[config.mk]
export PLATFORM = sky130hd
export DESIGN_NAME = serial_frame_tx
export DESIGN_NICKNAME = d
export VERILOG_FILES = /design/src/rtl/sftx_pkg.sv /design/src/rtl/sftx_half_tick.sv /design/src/rtl/sftx_frame_ctrl.sv /design/src/rtl/serial_frame_tx.sv
export SDC_FILE = /design/constraint.sdc
export NUM_CORES = 1
export LEC_CHECK = 0
export BUFFER_PORTS_ARGS = -buffer_cell sky130_fd_sc_hd__buf_2
export CAP_MARGIN = 10
export CORE_MARGIN = 2
export CORE_UTILIZATION = 45
export DETAILED_ROUTE_END_ITERATION = 16
export HOLD_SLACK_MARGIN = 0.06
export PLACE_DENSITY = 0.65
export SYNTH_ARGS = -nofsm -noshare
export SYNTH_HDL_FRONTEND = slang
export SYNTH_SLANG_ARGS = --single-unit
[constraint.sdc]
create_clock -name clk -period 2.35 [get_ports clk]
set_input_delay 0.235 -clock clk [delete_from_list [all_inputs] [get_ports clk]]
set_output_delay 0.235 -clock clk [all_outputs]
set_load 0.01 [all_outputs]
[src/rtl/sftx_pkg.sv]
// Package: shared encodings for the serial frame transmitter.
// Assumes: the 2-bit setting codes are fixed by the block's requirements.
package sftx_pkg;

    typedef enum logic [1:0] {
        PAR_NONE     = 2'b00,
        PAR_EVEN     = 2'b01,
        PAR_ODD      = 2'b10,
        PAR_NONE_ALT = 2'b11
    } parity_mode_e;

    typedef enum logic [1:0] {
        STOP_ONE      = 2'b00,
        STOP_ONE_HALF = 2'b01,
        STOP_TWO      = 2'b10,
        STOP_TWO_ALT  = 2'b11
    } stop_len_e;

    typedef enum logic [2:0] {
        ST_IDLE,
        ST_START,
        ST_DATA,
        ST_PARITY,
        ST_STOP
    } tx_state_e;

    // Number of half-bit periods in a stop interval for a given setting.
    function automatic logic [2:0] stop_halves(input stop_len_e sel);
        case (sel)
            STOP_ONE:      return 3'd2;
            STOP_ONE_HALF: return 3'd3;
            default:       return 3'd4;
        endcase
    endfunction

endpackage

[src/rtl/sftx_half_tick.sv]
// Module: half-bit tick generator.
// Produces a one-cycle pulse every CLKS_PER_BIT/2 clocks while run is high.
// The phase restarts each time run rises, so the first tick comes exactly
// half a bit after run goes high.
// Assumes: CLKS_PER_BIT is even and at least 4.
module sftx_half_tick #(
    parameter int CLKS_PER_BIT = 16
) (
    input  logic clk,
    input  logic rst_n,
    input  logic run,
    output logic half_tick
);

    localparam int HALF = CLKS_PER_BIT / 2;
    localparam int CW   = (HALF > 1) ? $clog2(HALF) : 1;

    logic [CW-1:0] cnt;

    assign half_tick = run && (cnt == CW'(HALF - 1));

    // Count clocks within the current half-bit; hold at zero when stopped.
    always_ff @(posedge clk) begin
        if (!rst_n) begin
            cnt <= '0;
        end else if (!run || half_tick) begin
            cnt <= '0;
        end else begin
            cnt <= cnt + 1'b1;
        end
    end

    AST_TICK_GAP: assert property (@(posedge clk) disable iff (!rst_n) half_tick |=> !half_tick);

endmodule

[src/rtl/sftx_frame_ctrl.sv]
// Module: frame sequencer and shift register.
// Accepts a byte on the handshake, latches the settings, then steps through
// the start, data, parity and stop symbols on half-bit ticks.
// halves_left holds the number of half-bit ticks left in the current symbol.
// Assumes: half_tick comes from a divider that runs while busy is high, and
// DATA_BITS is at least 2.
module sftx_frame_ctrl
    import sftx_pkg::*;
#(
    parameter int DATA_BITS = 8
) (
    input  logic                 clk,
    input  logic                 rst_n,
    input  logic [DATA_BITS-1:0] in_data,
    input  logic                 in_valid,
    input  logic [1:0]           parity_mode,
    input  logic [1:0]           stop_len,
    input  logic                 half_tick,
    output logic                 in_ready,
    output logic                 busy,
    output logic                 tx_line
);

    localparam int IW = $clog2(DATA_BITS);
    localparam logic [IW-1:0] LAST_IDX = IW'(DATA_BITS - 1);

    tx_state_e            state;
    logic [DATA_BITS-1:0] shreg;
    logic [IW-1:0]        bit_idx;
    logic [2:0]           halves_left;
    logic [2:0]           stop_cnt;
    logic                 par_en;
    logic                 par_bit;
    logic                 tx_q;
    logic                 accept;
    logic                 sym_end;
    parity_mode_e         pm_in;

    assign pm_in    = parity_mode_e'(parity_mode);
    assign in_ready = (state == ST_IDLE);
    assign busy     = (state != ST_IDLE);
    assign accept   = in_valid && in_ready;
    assign sym_end  = half_tick && (halves_left == 3'd1);
    assign tx_line  = tx_q;

    // Sequence the frame: latch byte and settings, then advance per symbol.
    always_ff @(posedge clk) begin
        if (!rst_n) begin
            state       <= ST_IDLE;
            shreg       <= '0;
            bit_idx     <= '0;
            halves_left <= 3'd0;
            stop_cnt    <= 3'd2;
            par_en      <= 1'b0;
            par_bit     <= 1'b0;
            tx_q        <= 1'b1;
        end else if (state == ST_IDLE) begin
            if (accept) begin
                state       <= ST_START;
                tx_q        <= 1'b0;
                shreg       <= in_data;
                bit_idx     <= '0;
                halves_left <= 3'd2;
                par_en      <= (pm_in == PAR_EVEN) || (pm_in == PAR_ODD);
                par_bit     <= (^in_data) ^ (pm_in == PAR_ODD);
                stop_cnt    <= stop_halves(stop_len_e'(stop_len));
            end
        end else if (half_tick && !sym_end) begin
            halves_left <= halves_left - 3'd1;
        end else if (sym_end) begin
            case (state)
                ST_START: begin
                    state       <= ST_DATA;
                    tx_q        <= shreg[0];
                    halves_left <= 3'd2;
                end
                ST_DATA: begin
                    if (bit_idx != LAST_IDX) begin
                        bit_idx     <= bit_idx + 1'b1;
                        shreg       <= shreg >> 1;
                        tx_q        <= shreg[1];
                        halves_left <= 3'd2;
                    end else if (par_en) begin
                        state       <= ST_PARITY;
                        tx_q        <= par_bit;
                        halves_left <= 3'd2;
                    end else begin
                        state       <= ST_STOP;
                        tx_q        <= 1'b1;
                        halves_left <= stop_cnt;
                    end
                end
                ST_PARITY: begin
                    state       <= ST_STOP;
                    tx_q        <= 1'b1;
                    halves_left <= stop_cnt;
                end
                default: begin
                    state <= ST_IDLE;
                    tx_q  <= 1'b1;
                end
            endcase
        end
    end

    AST_START_LOW: assert property (@(posedge clk) disable iff (!rst_n) $rose(busy) |-> !tx_q);
    AST_IDLE_MARK: assert property (@(posedge clk) disable iff (!rst_n) (!busy && $past(!busy)) |-> tx_q);
    AST_STOP_HIGH: assert property (@(posedge clk) disable iff (!rst_n) (state == ST_STOP) |-> tx_q);
    AST_CFG_HELD: assert property (@(posedge clk) disable iff (!rst_n) (busy && $past(busy)) |-> ($stable(par_en) && $stable(stop_cnt) && $stable(par_bit)));
    AST_HALVES_RANGE: assert property (@(posedge clk) disable iff (!rst_n) busy |-> (halves_left >= 3'd1 && halves_left <= 3'd4));

endmodule

[src/rtl/serial_frame_tx.sv]
// Module: asynchronous serial frame transmitter, top level.
// Joins the half-bit tick generator to the frame sequencer.
// Assumes: CLKS_PER_BIT is even and at least 4, DATA_BITS at least 2.
module serial_frame_tx #(
    parameter int DATA_BITS    = 8,
    parameter int CLKS_PER_BIT = 16
) (
    input  logic                 clk,
    input  logic                 rst_n,
    input  logic [DATA_BITS-1:0] in_data,
    input  logic                 in_valid,
    output logic                 in_ready,
    input  logic [1:0]           parity_mode,
    input  logic [1:0]           stop_len,
    output logic                 tx_line
);

    logic half_tick;
    logic busy;

    sftx_half_tick #(
        .CLKS_PER_BIT(CLKS_PER_BIT)
    ) u_tick (
        .clk       (clk),
        .rst_n     (rst_n),
        .run       (busy),
        .half_tick (half_tick)
    );

    sftx_frame_ctrl #(
        .DATA_BITS(DATA_BITS)
    ) u_ctrl (
        .clk         (clk),
        .rst_n       (rst_n),
        .in_data     (in_data),
        .in_valid    (in_valid),
        .parity_mode (parity_mode),
        .stop_len    (stop_len),
        .half_tick   (half_tick),
        .in_ready    (in_ready),
        .busy        (busy),
        .tx_line     (tx_line)
    );

    AST_READY_LINE: assert property (@(posedge clk) disable iff (!rst_n) (in_ready && $past(in_ready)) |-> tx_line);

endmodule

==> impl_summary.log <==
INFO  metric run_status = complete, no violations
INFO  metric global_placement_routability_congestion = 0.896
INFO  metric finalWorstPathRequiredPeriod = 2.19 ns
INFO  metric ys_seq_area_share = 35.5%
INFO  metric groute.usage.overall = 19.5%
INFO  metric drt_pass1_iterations = 4
INFO  metric regToRegEndpoint = u_ctrl.shreg[3]$_SDFFE_PN0P_
INFO  metric timing.final.setup_violations = 0
INFO  metric async_reset_ff_share = 0%
INFO  metric initialDrtViolationCount = 51
INFO  metric number_of_enable_flip_flop_cells_after_synthesis = 0
INFO  metric overflow_left_after_global_routing = 0
INFO  metric worst_ep_required_time = 2.12 ns
INFO  metric holdPathStages = 3
INFO  metric critical_path_arrival = 1.96 ns
INFO  metric coreArea = 3080 um2
INFO  metric grt_antenna_before_repair = 0
INFO  metric hold_violations = 0
INFO  metric initial_utilization = 47.6%
INFO  metric cts_hold_buf = 0
INFO  metric port_buffers = 16
INFO  metric via_per_inst = 5.81
INFO  metric timing.rr.start = u_ctrl.bit_idx[0]$_SDFFE_PN0P_
INFO  metric syn-mean-instance-area = 8.67 um2
INFO  metric critical_path.endpoint_type = primary output
INFO  metric detailroute.via_count = 1307
INFO  metric worst-r2r-cell-count = 6
INFO  metric synthMostInstantiatedCell = dfxtp_1
INFO  metric worst_hold_path.endpoint = u_ctrl.shreg[7]$_SDFFE_PN0P_
INFO  metric synth_fp_nets = 192
INFO  metric slew_viol_final = 0
INFO  metric worst-r2r-setup-slack = 0.31 ns
INFO  metric timing_worst_slew_pin_value = 0.565 ns
INFO  metric max-vdd-ir-drop = 0.000257 V
INFO  metric ant_nets = 0
INFO  metric post_synth_instance_area = 1470 um2
INFO  metric floorplan.rows = 20
INFO  metric synth-seq-cells = 26
INFO  metric cts_max_level = 1
INFO  metric clockBufferDepth = 2
INFO  metric crit_path_start_kind = register
INFO  metric clock_sink_count = 26
INFO  metric cts_root_buffer = clkbuf_4
INFO  metric synth.top_cells.by_count = dfxtp_1, a21oi_1, o21ai_0
INFO  metric clock-skew-final = 0.0111 ns
INFO  metric power_dens_cells = 542 nW/um2
INFO  metric timing.setup.critical_path_class = reg2out
INFO  metric worst-path-max-fanout = 15
INFO  metric post-dp-hpwl = 2.36 mm
INFO  metric fp.dieArea = 3730 um2
INFO  metric post_drt_wl_per_cell = 14.5 um
INFO  metric global_route_wire_length_before_repair = 5.42 mm
INFO  metric cap_violations = 0
INFO  metric antenna-diode-count = 0
INFO  metric synth.top_cell.area_share = 35.5%
INFO  metric fmax = 456 MHz
INFO  metric post_route_cells_drive_above_1_share = 17.7%
INFO  metric final_core_utilization = 51.9%
INFO  metric grt_pass1_vias = 1168
INFO  metric yosysTopAreaCell = dfxtp_1
INFO  metric ctsResizeCount = 0
INFO  metric clk_latency = 0.32 ns
INFO  metric pin_count_of_the_biggest_net_entering_global_routing = 16
INFO  metric path_class_of_the_lowest_slack_min_delay_path = in2reg
INFO  metric cts_setup_buffers = 0
INFO  metric drcViolationCount = 0
INFO  metric yosys.cell_types.count = 44
INFO  metric n_fill_cell = 302
INFO  metric ys_dominant_reg_cell = dfxtp_1
INFO  metric area_delta_synth_final = 8.97%
INFO  metric min_period_over_period = 93.2%
INFO  metric synth.area.top_cells = dfxtp_1, a21oi_1, ha_1
INFO  metric yosysWarningCount = 0
INFO  metric detail_route.wirelength = 3.26 mm
INFO  metric die-height = 61.1 um
INFO  metric slew_headroom = 62.2%
INFO  metric cts_tree = done
INFO  metric number_of_top_level_design_ports = 17
INFO  metric power_leakage = 0.666 nW
INFO  metric worst_hold_startpoint = in_data[7]
INFO  metric final_nets = 205
INFO  metric grt_setup_unrepaired = no
INFO  metric x_dimension_of_the_die = 61.1 um
INFO  metric cts_inserted_buffers = 3
INFO  metric setup-tns-final = 0 ns
INFO  metric netlist_instances = 169
INFO  metric clk_pin_slew = 0.15 ns
[stage by stage]
stage,hold slack (ns),setup WS [ns],std cells,instance area (um2),power (mW)
after global placement,0.416,0.442,221,1560,0.642
after global routing,0.132,0.0703,225,1600,0.910
final,0.147,0.159,225,1600,0.865
after CTS,0.139,0.173,225,1600,0.871
after floorplan,0.371,0.622,169,1470,0.603
after detailed placement,0.427,0.339,221,1560,0.645
[worst max path at each step]
stage,start,end,slack [ns],cells after the start
after floorplan,u_ctrl.bit_idx[0]$_SDFFE_PN0P_,u_ctrl.shreg[1]$_SDFFE_PN0P_,0.62,6
after global placement,u_ctrl.bit_idx[0]$_SDFFE_PN0P_,u_ctrl.shreg[5]$_SDFFE_PN0P_,0.44,6
final,u_ctrl.state[0]$_SDFFE_PN0P_,in_ready,0.16,3
after CTS,u_ctrl.state[0]$_SDFFE_PN0P_,in_ready,0.17,3
after global routing,u_ctrl.state[0]$_SDFFE_PN0P_,in_ready,0.07,3
after detailed placement,u_ctrl.bit_idx[0]$_SDFFE_PN0P_,u_ctrl.shreg[4]$_SDFFE_PN0P_,0.34,6
[where the power goes]
group | switching (mW) | internal, mW | total, mW
combinational | 0.0809 | 0.0695 | 0.150
sequential | 0.0194 | 0.467 | 0.486
clock | 0.134 | 0.0948 | 0.229
[worst max-delay path, stage by stage, from the launching register on]
cell and delay [ns]:
dfxtp_1 0.46, or2_2 0.47, nor2_2 0.47, buf_2 0.23
[area by class of cell]
cell class | instances | area, um2 | share of cell area [%]
repair buffers | 19 | 103 | 6.43
flip-flops and latches | 26 | 520 | 32.6
clock buffers | 4 | 36.3 | 2.27
well taps | 44 | 55.1 | 3.45
inverters | 9 | 33.8 | 2.12
multi-input cells | 123 | 848 | 53.1
[state kept, by name, summed over array words and instances (netlist names)]
register            count
u_ctrl.state            3
u_ctrl.stop_cnt         3
u_ctrl.halves_left      3
u_tick.cnt              3
u_ctrl.tx_line          1
u_ctrl.shreg            8
u_ctrl.par_bit          1
u_ctrl.par_en           1
u_ctrl.bit_idx          3
[layout by cell type, fill, tap and decap left out, drive strengths merged, types with 3 or more instances in the layout]
master | synthesis | routed
o21ai | 19 | 19
nand2 | 13 | 13
ha | 8 | 8
nand4 | 3 | 3
nor2b | 4 | 4
inv | 9 | 9
a211oi | 3 | 3
a311oi | 6 | 6
a21oi | 20 | 20
clkbuf | 6 | 4
buf | 5 | 19
dfxtp | 26 | 26
nor2 | 8 | 8
o211ai | 3 | 3
[metal layers]
| metal | vias up | routed length, um | part of all wire (%) | global-route usage [%] |
|---|---|---|---|---|
| li1 | 646 | - | - | - |
| met1 | 616 | 1490 | 46 | 28.0 |
| met2 | 41 | 1550 | 47 | 30.1 |
| met3 | 4 | 196 | 6.0 | 2.31 |
| met4 | 0 | 27 | 0.83 | 7.45 |
| met5 | - | 0 | 0 | 0 |
[kinds of logic (layout without fill, tap and decap cells)]
| group | count (synthesis) | in the layout | share of synthesized area, % |
|---|---|---|---|
| buffers and inverters | 20 | 32 | 6.58 |
| XOR/XNOR | 5 | 5 | 4.87 |
| multiplexers | 3 | 3 | 2.13 |
| adder cells (fa/ha/maj) | 8 | 8 | 6.83 |
| AO/OA/AOI/OAI | 61 | 61 | 25.8 |
| AND/OR/NAND/NOR | 46 | 46 | 18.3 |
| flip-flops | 26 | 26 | 35.5 |
Note: power is estimated with default switching activity, not from simulation.
